--- config.mk ---
export PLATFORM = sky130hd
export DESIGN_NAME = rtc_status_regs
export DESIGN_NICKNAME = d
export VERILOG_FILES = /design/src/rtl/rtc_stat_pkg.sv /design/src/rtl/rtc_rate_divider.sv /design/src/rtl/rtc_second_timer.sv /design/src/rtl/rtc_irq_flags.sv /design/src/rtl/rtc_status_regs.sv
export SDC_FILE = /design/constraint.sdc
export NUM_CORES = 1
export LEC_CHECK = 0
export BUFFER_PORTS_ARGS = -buffer_cell sky130_fd_sc_hd__buf_2
export CAP_MARGIN = 20
export CORE_UTILIZATION = 65
export CTS_CLUSTER_DIAMETER = 80
export DETAILED_ROUTE_END_ITERATION = 8
export PLACE_DENSITY = 0.82
export RECOVER_POWER = 50
export SLEW_MARGIN = 20
export SYNTH_ARGS = -nofsm -noshare
export SYNTH_HDL_FRONTEND = slang
export SYNTH_HIERARCHICAL = 1
export SYNTH_SLANG_ARGS = --single-unit
--- constraint.sdc ---
create_clock -name clk -period 5.2 [get_ports clk]
set_input_delay 0.52 -clock clk [delete_from_list [all_inputs] [get_ports clk]]
set_output_delay 0.52 -clock clk [all_outputs]
set_load 0.01 [all_outputs]
--- src/rtl/rtc_stat_pkg.sv ---
package rtc_stat_pkg;
   localparam logic [6:0] IDX_A = 7'h0A;
   localparam logic [6:0] IDX_B = 7'h0B;
   localparam logic [6:0] IDX_C = 7'h0C;
   localparam logic [6:0] IDX_D = 7'h0D;
   localparam logic [2:0] DIV_RUN = 3'b010;
   localparam int unsigned MAX_TAP = 14;

   // Low codes alias to slower taps; others map straight through.
   function automatic logic [3:0] eff_rate(input logic [3:0] code);
      case (code)
         4'd1:    eff_rate = 4'd8;
         4'd2:    eff_rate = 4'd9;
         default: eff_rate = code;
      endcase
   endfunction
endpackage

--- src/rtl/rtc_rate_divider.sv ---
module rtc_rate_divider
   import rtc_stat_pkg::*;
#(
   parameter int unsigned PRE_W = 14
) (
   input  logic       clk,
   input  logic       rst_n,
   input  logic       tick_en,
   input  logic       run,
   input  logic [3:0] rate,
   output logic       evt
);
   generate
      if (PRE_W < MAX_TAP) begin : g_bad_width
         $error("rtc_rate_divider: PRE_W must cover the slowest tap");
      end
   endgenerate

   logic [PRE_W-1:0] pre;
   logic [15:0]      ones;
   logic [3:0]       tap;

   // ones[j] is high when the low j bits of the divider are all set
   for (genvar j = 0; j < 16; j++) begin : g_tap
      if (j == 0) begin : g_zero
         assign ones[j] = 1'b1;
      end else if (j <= PRE_W) begin : g_live
         assign ones[j] = &pre[j-1:0];
      end else begin : g_none
         assign ones[j] = 1'b0;
      end
   end

   assign tap = eff_rate(rate) - 4'd1;
   assign evt = run && tick_en && (rate != 4'd0) && ones[tap];

   always_ff @(posedge clk or negedge rst_n) begin
      if (!rst_n)       pre <= '0;
      else if (!run)    pre <= '0;
      else if (tick_en) pre <= pre + PRE_W'(1);
   end
endmodule

--- src/rtl/rtc_second_timer.sv ---
module rtc_second_timer #(
   parameter int unsigned SECOND_TICKS = 32768,
   parameter int unsigned UIP_TICKS    = 8
) (
   input  logic clk,
   input  logic rst_n,
   input  logic tick_en,
   input  logic run,
   output logic upd,
   output logic uip
);
   localparam int unsigned CW = $clog2(SECOND_TICKS);
   localparam logic [CW-1:0] LAST      = CW'(SECOND_TICKS - 1);
   localparam logic [CW-1:0] UIP_START = CW'(SECOND_TICKS - UIP_TICKS);

   generate
      if (UIP_TICKS == 0 || UIP_TICKS >= SECOND_TICKS) begin : g_bad_uip
         $error("rtc_second_timer: UIP_TICKS out of range");
      end
      if (SECOND_TICKS < 4) begin : g_bad_sec
         $error("rtc_second_timer: SECOND_TICKS too small");
      end
   endgenerate

   logic [CW-1:0] cnt;

   assign upd = run && tick_en && (cnt == LAST);
   assign uip = run && (cnt >= UIP_START);

   always_ff @(posedge clk or negedge rst_n) begin
      if (!rst_n)       cnt <= '0;
      else if (!run)    cnt <= '0;
      else if (tick_en) cnt <= (cnt == LAST) ? '0 : cnt + CW'(1);
   end
endmodule

--- src/rtl/rtc_irq_flags.sv ---
module rtc_irq_flags (
   input  logic clk,
   input  logic rst_n,
   input  logic per_evt,
   input  logic upd_evt,
   input  logic clr,
   input  logic pie,
   input  logic uie,
   output logic pf,
   output logic uf,
   output logic irq
);
   // A new event outranks a clearing read in the same cycle.
   always_ff @(posedge clk or negedge rst_n) begin
      if (!rst_n) begin
         pf <= 1'b0;
         uf <= 1'b0;
      end else begin
         pf <= per_evt | (pf & ~clr);
         uf <= upd_evt | (uf & ~clr);
      end
   end

   assign irq = (pf & pie) | (uf & uie);
endmodule

--- src/rtl/rtc_status_regs.sv ---
module rtc_status_regs
   import rtc_stat_pkg::*;
#(
   parameter int unsigned SECOND_TICKS = 32768,
   parameter int unsigned UIP_TICKS    = 8,
   parameter int unsigned PRE_W        = 14
) (
   input  logic       clk,
   input  logic       rst_n,
   input  logic       tick_en,
   input  logic       pwr_ok,
   input  logic       cs,
   input  logic       we,
   input  logic       port_sel,
   input  logic [7:0] wdata,
   output logic [7:0] rdata,
   output logic       irq
);
   logic [6:0] idx;
   logic [2:0] a_div;
   logic [3:0] a_rate;
   logic [7:0] b_reg;
   logic       running, per_evt, upd_evt, uip, pf, uf;
   logic       wr_idx, wr_dat, rd_dat, rd_c_stb;

   assign wr_idx   = cs && we && !port_sel;
   assign wr_dat   = cs && we && port_sel;
   assign rd_dat   = cs && !we && port_sel;
   assign rd_c_stb = rd_dat && (idx == IDX_C);
   assign running  = (a_div == DIV_RUN);

   always_ff @(posedge clk or negedge rst_n) begin
      if (!rst_n) begin
         idx    <= '0;
         a_div  <= '0;
         a_rate <= '0;
         b_reg  <= '0;
      end else begin
         if (wr_idx) idx <= wdata[6:0];
         if (wr_dat && idx == IDX_A) begin
            a_div  <= wdata[6:4];
            a_rate <= wdata[3:0];
         end
         if (wr_dat && idx == IDX_B) b_reg <= wdata;
      end
   end

   rtc_rate_divider #(.PRE_W(PRE_W)) u_div (
      .clk(clk), .rst_n(rst_n), .tick_en(tick_en), .run(running),
      .rate(a_rate), .evt(per_evt)
   );

   rtc_second_timer #(.SECOND_TICKS(SECOND_TICKS), .UIP_TICKS(UIP_TICKS)) u_sec (
      .clk(clk), .rst_n(rst_n), .tick_en(tick_en), .run(running),
      .upd(upd_evt), .uip(uip)
   );

   rtc_irq_flags u_flags (
      .clk(clk), .rst_n(rst_n), .per_evt(per_evt), .upd_evt(upd_evt),
      .clr(rd_c_stb), .pie(b_reg[6]), .uie(b_reg[4]),
      .pf(pf), .uf(uf), .irq(irq)
   );

   always_comb begin
      rdata = 8'h00;
      if (!port_sel) begin
         rdata = {1'b0, idx};
      end else begin
         case (idx)
            IDX_A:   rdata = {uip, a_div, a_rate};
            IDX_B:   rdata = b_reg;
            IDX_C:   rdata = {irq, pf, 1'b0, uf, 4'h0};
            IDX_D:   rdata = {pwr_ok, 7'h00};
            default: rdata = 8'h00;
         endcase
      end
   end
endmodule

**Word-level counts from Yosys, hierarchy flattened**

Cells that the tools add are included.

- Flip-flop bits (word level): 53
- Input bits: 15
- Output and inout bits: 9
- Logic and storage cells: 69

- Add/subtract/negate cells: 3
- $lt $le $gt $ge: 2
- Equality and inequality tests: 9
- Mux-type cells: 10
- Bitwise logic cells: 8
- Reduce and logical (&&, ||, !) cells: 29

Operators by type and width:

| cell | number |
|---|---|
| $mux 15 | 3 |
| $pmux 8 s4 | 1 |
| $eq 7x4->1 const B | 4 |
| $mux 14 | 2 |
| $add 15x1->15 const B | 1 |
| $eq 15x15->1 const B | 1 |
| $ge 15x15->1 const B | 1 |
| $add 14x1->14 const B | 1 |
| $reduce_and 14->1 | 1 |
| $logic_and 1x1->1 | 13 |
| $reduce_and 13->1 | 1 |
| $reduce_and 12->1 | 1 |
| $reduce_and 11->1 | 1 |
| $reduce_and 10->1 | 1 |
| $reduce_and 9->1 | 1 |
| $mux 8 | 1 |
| $pmux 4 s2 | 1 |
| $reduce_and 8->1 | 1 |
| $reduce_and 7->1 | 1 |
| $reduce_and 6->1 | 1 |
| $lt 4x5->1 const B | 1 |
| $reduce_and 5->1 | 1 |
| $and 1x1->1 | 4 |
| $bmux 1 s4 | 1 |
| 13 further kinds | 16 |

**Depth between registers and ports, before layout**

Gate-level depths: netlist of run 1.

- Word-level depth: 7
- Gate-level depth with buffers: 12
- Gate-level depth less buffers: 10

**By module**

The synthesis of run 1 kept the hierarchy.

By module, submodules not included:

| module | instances | cells each | area each (µm²) | seq. area each (µm²) |
|---|---|---|---|---|
| rtc_status_regs | 1 | 92 | 1,179.9 | 550.5 |
| rtc_rate_divider | 1 | 104 | 999.7 | 350.3 |
| rtc_second_timer | 1 | 93 | 850.8 | 375.4 |
| rtc_irq_flags | 1 | 6 | 77.6 | 50.0 |

**Worst setup path before layout of run 1**

Ideal clock, no wire load.

- Kind: register -> output
- Start point: register a_div[2]
- End point: output port rdata[7]
- Data arrival time: 2.336 ns
- Data required time: 4.680 ns
- Setup slack: 2.344 ns
- Stages on the path, launching flop included: 8
- Buffers on the path: 0
- Cells stage by stage: dfrtp_1 -> nor3b_1 -> inv_1 -> or2_2 -> nor4_1 -> mux2_2 -> nand2_1 -> a21oi_1

- Longest elaborated chain between the ends: 4

RTL lines:

| element | RTL line | RTL |
|---|---|---|
| start: declaration | rtc_status_regs.sv:20 | `logic [2:0] a_div;` |
| start signal: assignment | rtc_status_regs.sv:41 | `a_div <= wdata[6:4];` |
| $eq 3x2->1 | rtc_status_regs.sv:30 | `assign running = (a_div == DIV_RUN);` |
| net running | rtc_status_regs.sv:23 | `logic running, per_evt, upd_evt, uip, pf, uf;` |
| $logic_and 1x1->1 | rtc_second_timer.sv:28 | `assign uip = run && (cnt >= UIP_START);` |
| net uip | rtc_status_regs.sv:23 |  |
| $pmux 8 s4 | rtc_status_regs.sv:69 | `case (idx)` |
| $mux 8 | rtc_status_regs.sv:66 | `if (!port_sel) begin` |
| end: declaration | rtc_status_regs.sv:16 | `output logic [7:0] rdata,` |

The timed path passes the listed nets, and every way through them passes these cells.

**Final worst setup path of run 1**

Same ends and word-level chain as after synthesis.

==> results of run 1 <==
[synth_stat cells (3+ instances only)]
cell type,count
o21ai_0,4
ha_1,7
mux2_1,3
xor2_1,9
buf_2,3
inv_1,14
xnor2_1,8
a21oi_1,7
mux2i_1,12
nand4_1,8
and2_1,7
dfrtp_1,53
nand3_1,20
o22ai_1,4
nand2_1,21
o211ai_1,3
or4_1,3
and3_1,3
or3_1,3
nand3b_1,3
nor4_1,6
nor2_1,11
mux2_2,23
nor2b_1,13
[logic make-up after synthesis]
family          after synthesis
mux                          38
flops                        53
buf+inv                      22
simple gates                115
compound gates               43
xor+xnor                     17
fa+ha+maj                     7
[stage by stage]
| step | area [um^2] | util [%] | power (mW) | worst slack [ps] | hold WS (ps) |
|---|---|---|---|---|---|
| 2_1_floorplan | 3110 | - | 0.556 | 2340 | 224 |
| 3_3_place_gp | 3260 | 72.8 | 0.596 | 2570 | 477 |
| 3_5_place_dp | 3260 | 72.8 | 0.602 | 2460 | 484 |
| 4_1_cts | 3340 | 74.7 | 0.835 | 2120 | 359 |
| 5_1_grt | 3330 | 74.4 | 0.863 | 1250 | 440 |
| 6_report | 3330 | 74.4 | 0.826 | 1480 | 447 |
[final cells by class]
| cell class | instances | area, um^2 |
|---|---|---|
| inverters | 14 | 52.6 |
| well taps | 52 | 65.1 |
| repair buffers | 25 | 121 |
| clock buffers | 7 | 86.3 |
| flip-flops and latches | 53 | 1330 |
| fillers | 317 | 1140 |
| multi-input cells | 220 | 1680 |
[routing by layer]
layer  vias to the layer above  GRT usage [%]  share of wire, %
met4                         0           8.67               1.5
met1                      1161           38.4                46
li1                       1131              -                 -
met3                        10           4.99               3.8
met2                        62           44.7                49
met5                         -              0                 0
[how the worst min path moves through the flow]
stage	start	endpoint	slack, ps	depth (start not counted)
2_1_floorplan	rst_n	a_div[0]$_DFFE_PN0P_	220	0
3_3_place_gp	b_reg[0]$_DFFE_PN0P_	b_reg[0]$_DFFE_PN0P_	480	1
3_5_place_dp	b_reg[0]$_DFFE_PN0P_	b_reg[0]$_DFFE_PN0P_	480	1
4_1_cts	rst_n	a_rate[1]$_DFFE_PN0P_	360	2
5_1_grt	wdata[7]	b_reg[7]$_DFFE_PN0P_	440	2
6_report	wdata[7]	b_reg[7]$_DFFE_PN0P_	450	2
[placed cells by master, fill, tap and decap left out, drive strengths merged, types with 5 or more instances in the layout]
cell type,instances
nand4,8
ha,7
and2,7
nor2b,13
inv,14
a21oi,7
mux2,26
clkbuf,10
nand2,22
o21ai,5
nand3,21
xor2,9
nor2,11
buf,22
nor4,8
mux2i,12
xnor2,8
dfrtp,53
[power groups by stage]
stage / clock network, mW / logic [mW] / registers, mW
floorplan: 0 / 0.0971 / 0.459
global route: 0.253 / 0.140 / 0.469
CTS: 0.241 / 0.128 / 0.466
global placement: 0 / 0.124 / 0.472
finish: 0.234 / 0.127 / 0.466
detailed placement: 0 / 0.128 / 0.474
[worst max-delay path, stage by stage, from the launching register on]
cell	delay, ps
dfrtp_1	410
nor3b_1	220
clkbuf_1	620
inv_1	300
or2_2	390
nor4_1	320
mux2_2	230
nand2_1	50
a21oi_1	190
buf_2	150
==> run_results.csv, run 1 <==
group,metric,value,unit
drt,postRouteAntennaNets,0,
grt,grtUsageTotal,27.7,%
critical_path,endpoint_kind,"primary output",
power_and_ir_drop,p_clk_share,28.3,%
yosys,synthCells,295,
grt,grt_pass1_vias,2283,
yosys,synth_top_family_by_area,"simple AND/OR/NAND/NOR gates",
yosys,synth-seq-cells,53,
yosys,synth-compound-area-share,10.3,%
grt,overflow,0,
clock_network,post_cts_resized,0,
critical_path,startpoint,"a_div[2]$_DFFE_PN0P_",
sta,final_max_slew_viol_count,54,
yosys,synthXorXnorAreaFrac,4.79,%
critical_path,worst_setup_path_start_kind,"register",
yosys,synth_fa_ha_area_share,2.82,%
yosys,yosys.area.top_type,"dfrtp_1",
die,die_area,5060,um^2
sta,fin_tns_setup,0,ps
power_and_ir_drop,max-vdd-ir-drop,0.154,mV
sta,tightest_slew,2720,ps
sta,final_hold_viol_count,0,
power_and_ir_drop,combPwrFrac,15.4,%
yosys,ys_warn_count,6,
clock_network,cts_max_level,2,
clock_network,cts_buffer_depth,2,
power_and_ir_drop,powerDensity,248,nW/um^2
hold_path,hold_class,"primary input to register",
yosys,syn_avg_cell_area,10.5,um^2
critical_path,crit_path_end,"rdata[7]",
drt,drc,4,
clock_network,cts_hold_buf,0,
yosys,synth_top_area_share,42.7,%
cells_and_area,drive_above_1_share,20.1,%
drt,vias_per_cell,6.37,
power_and_ir_drop,pwr-share-seq,56.4,%
drt,vias,2364,
critical_path,r2r_start,"a_rate[3]$_DFFE_PN0P_",
critical_path,r2r_cells,10,
grt,antenna_found_initial,0,
clock_network,cts.sinks,53,
drt,dr.pass1.iters,6,
yosys,synthSimpleGateAreaFrac,22.8,%
die,initial_core_util,69.5,%
grt,grt_max_degree,54,
run_status,failed_checks,"DRC, capacitance limit, slew limit",
sta,max_slew_margin,-81.6,%
die,core_area,4470,um^2
clock_network,cts_tree,"yes",
drt,routedWlPerCell,17.1,um
placement,port_buffers,23,
yosys,muxShareOfSynthArea,13.3,%
placement,routabilityCongestion,0.845,
flow_run,drv_cap,1,
drt,drt-initial-drc-count,145,
critical_path,arrival,3200,ps
drt,drt-total-wl,6330,um
clock_network,clk_pin_slew,90,ps
yosys,synthTopCellsByArea,"dfrtp_1 43%, mux2_2 8.3%, mux2i_1 3.9%",
sta,fmax,0.269,GHz
critical_path,r2r-end,"u_flags/pf$_DFF_PN0_",
die,die_h,71.2,um
yosys,ys_seq_area_share,42.7,%
cells_and_area,antenna_cells,0,
sta,clock_skew,7.79,ps
yosys,synthArstFlopShare,100,%
critical_path,worstPathMaxFanout,22,
die,rows,24,
yosys,ys.flop_type,"dfrtp_1",
die,ios,24,
power_and_ir_drop,p_int,596,uW
sta,rsz0062_at_grt,"false",
cells_and_area,fin_nets,341,
critical_path,r2r_setup_slack,2680,ps
power_and_ir_drop,p_sw,230,uW
yosys,synth_area,3110,um^2
yosys,netlist-cell-type-count,61,
power_and_ir_drop,switching_share,27.8,%
placement,dpl.cell_count,364,
yosys,syn_nets,317,
critical_path,required,4680,ps
clock_network,clockRootBuffer,"clkbuf_8",
die,die_w,71.2,um
sta,post-route-period-util,71.5,%
run_status,status,"complete, but fails checks",
power_and_ir_drop,p_leak,1.47,nW
placement,hpwl,4490,um
grt,grt_pass1_wl,10900,um
yosys,synth_edf_count,0,
clock_network,cts_buffers,5,
sta,fin_crit,3720,ps
critical_path,crit_type,"register to primary output",
clock_network,clk_latency,310,ps
clock_network,post_cts_buffers,0,
cells_and_area,syn_to_final_growth,7.17,%
sta,setup_viol,0,
cells_and_area,largest_reg_flops,15,
cells_and_area,stdcell_count,371,
No activity file was read; power rests on OpenSTA's default activity.
==> run 2: changes to the inputs <==
--- a/config.mk
+++ b/config.mk
@@ -7,10 +7,10 @@
 export LEC_CHECK = 0
 export BUFFER_PORTS_ARGS = -buffer_cell sky130_fd_sc_hd__buf_2
 export CAP_MARGIN = 20
-export CORE_UTILIZATION = 65
+export CORE_UTILIZATION = 54
 export CTS_CLUSTER_DIAMETER = 80
 export DETAILED_ROUTE_END_ITERATION = 8
-export PLACE_DENSITY = 0.82
+export PLACE_DENSITY = 0.73
 export RECOVER_POWER = 50
 export SLEW_MARGIN = 20
 export SYNTH_ARGS = -nofsm -noshare
==> constraint.sdc (replaced) <==
create_clock -name clk -period 3.3 [get_ports clk]
set_input_delay 0.33 -clock clk [delete_from_list [all_inputs] [get_ports clk]]
set_output_delay 0.33 -clock clk [all_outputs]
set_load 0.01 [all_outputs]
==> run_results.csv, run 2 (synthesis gave the netlist of run 1 again) <==
group,metric,value,unit
critical_path,endpoint_kind,"primary output",
cells_and_area,most-common-layout-cells,"53 x dfrtp_1, 23 x mux2_2, 21 x nand2_1, 21 x buf_2, 20 x nand3_1",
power_and_ir_drop,max-vdd-ir-drop,0.267,mV
cells_and_area,fin_nets,341,
grt,overflow,0,
die,ios,24,
placement,hpwl,4470,um
clock_network,cts_tree,"yes",
power_and_ir_drop,p_leak,1.48,nW
run_status,status,"complete, but fails checks",
sta,tightest_slew,1900,ps
cells_and_area,largest_reg_flops,15,
clock_network,clockRootBuffer,"clkbuf_8",
clock_network,cts_hold_buf,0,
critical_path,r2r_start,"a_rate[3]$_DFFE_PN0P_",
cells_and_area,syn_to_final_growth,8.33,%
run_status,failed_checks,"capacitance limit, slew limit",
cells_and_area,final_common_cell,"dfrtp_1",
placement,port_buffers,23,
clock_network,cts_buffer_depth,2,
sta,fin_crit,2590,ps
sta,post-route-period-util,78.4,%
power_and_ir_drop,powerDensity,390,nW/um^2
power_and_ir_drop,p_total,1.31,mW
hold_path,hold_depth,2,
hold_path,hold_class,"primary input to register",
die,die_area,6060,um^2
critical_path,required,2970,ps
flow_run,drv_cap,1,
clock_network,cts_max_level,2,
sta,final_hold_viol_count,0,
cells_and_area,utilization,60.8,%
critical_path,worstPathMaxFanout,8,
drt,dr.pass1.iters,4,
cells_and_area,drive_above_1_share,20.9,%
hold_path,worstHoldEndpoint,"b_reg[7]$_DFFE_PN0P_",
critical_path,r2r_setup_slack,740,ps
grt,antenna_found_initial,0,
placement,dpl_worst_slack,809,ps
drt,vias_per_cell,6.03,
critical_path,crit_type,"register to primary output",
drt,drt-initial-drc-count,98,
sta,fin_tns_setup,0,ps
clock_network,cts_buffers,5,
drt,drt-total-wl,6430,um
grt,grt_max_degree,35,
clock_network,clk_latency,310,ps
sta,clock_skew,10.7,ps
sta,setup_viol,0,
cells_and_area,nFillCells,458,
die,die_h,77.9,um
grt,grt_pass1_wl,11100,um
clock_network,cts.sinks,53,
drt,routedWlPerCell,16.4,um
die,rows,27,
drt,postRouteAntennaNets,0,
critical_path,r2r-end,"u_flags/pf$_DFF_PN0_",
critical_path,arrival,2260,ps
clock_network,post_cts_resized,0,
critical_path,worst_setup_path_start_kind,"register",
sta,final_max_slew_viol_count,35,
die,core_area,5540,um^2
critical_path,r2r_cells,10,
grt,grtUsageTotal,23.4,%
drt,drc,0,
critical_path,crit_path_top_delay_cell,"dfrtp_1",
die,die_w,77.9,um
placement,routabilityCongestion,0.831,
clock_network,post_cts_buffers,0,
die,initial_core_util,56.1,%
sta,rsz0062_at_grt,"false",
sta,max_slew_margin,-26.4,%
cells_and_area,design_area,3370,um^2
sta,timing.final.ws_setup,714,ps
drt,vias,2364,
sta,fmax,0.387,GHz
hold_path,hold_start,"wdata[7]",
grt,grt_pass1_vias,2359,
clock_network,clk_pin_slew,100,ps
cells_and_area,antenna_cells,0,
critical_path,crit_chain,"nor3b_2 > inv_1 > or2_2 > nor4_1 > mux2_2 > nand2_1 > a21oi_1 > buf_2",
critical_path,critPathMaxStageDelay,410,ps
placement,placed_area,3280,um^2
run 2: metrics by stage:
stage	hold WS (ps)	instances
5_1_grt	233	392
6_report	235	392
4_1_cts	115	392
3_5_place_dp	467	384
3_3_place_gp	453	384
2_1_floorplan	34.4	295
run 2: worst max path at each step:
stage,start,end,slack (ps),cells after the start
floorplan,a_div[2]$_DFFE_PN0P_,rdata[7],630,7
global placement,a_rate[3]$_DFFE_PN0P_,u_flags/pf$_DFF_PN0_,920,10
detailed placement,a_rate[3]$_DFFE_PN0P_,u_flags/pf$_DFF_PN0_,810,10
CTS,a_div[2]$_DFFE_PN0P_,rdata[7],720,8
global route,rst_n,u_sec/cnt[12]$_DFFE_PN0P_,510,2
finish,a_div[2]$_DFFE_PN0P_,rdata[7],710,8
run 2: power breakdown:
group,internal (mW),switching (mW)
Sequential,0.680,0.0549
Combinational,0.0933,0.108
Clock,0.151,0.225
run 2: final cells by class:
class | instances | area [um^2] | share of cell area [%]
Clock buffer | 5 | 68.8 | 2.04
Clock inverter | 3 | 21.3 | 0.632
Inverter | 14 | 52.6 | 1.56
Multi-Input combinational cell | 220 | 1680 | 50.0
Sequential cell | 53 | 1330 | 39.4
Tap cell | 72 | 90.1 | 2.68
Timing Repair Buffer | 25 | 124 | 3.68
run 2: per-layer routing:
| metal | GRT usage, % | routed length [um] |
|---|---|---|
| met5 | 0 | 0 |
| met1 | 32.0 | 3010 |
| met3 | 5.18 | 323 |
| met4 | 7.92 | 65 |
| met2 | 36.7 | 3040 |
run 2: critical path, delay by kind of cell (launching register included):
kind | cells | cell delay (ps)
AO/OA/AOI/OAI | 1 | 170
AND/OR/NAND/NOR | 4 | 860
multiplexers | 1 | 190
buffers and inverters | 2 | 310
flip-flops | 1 | 410
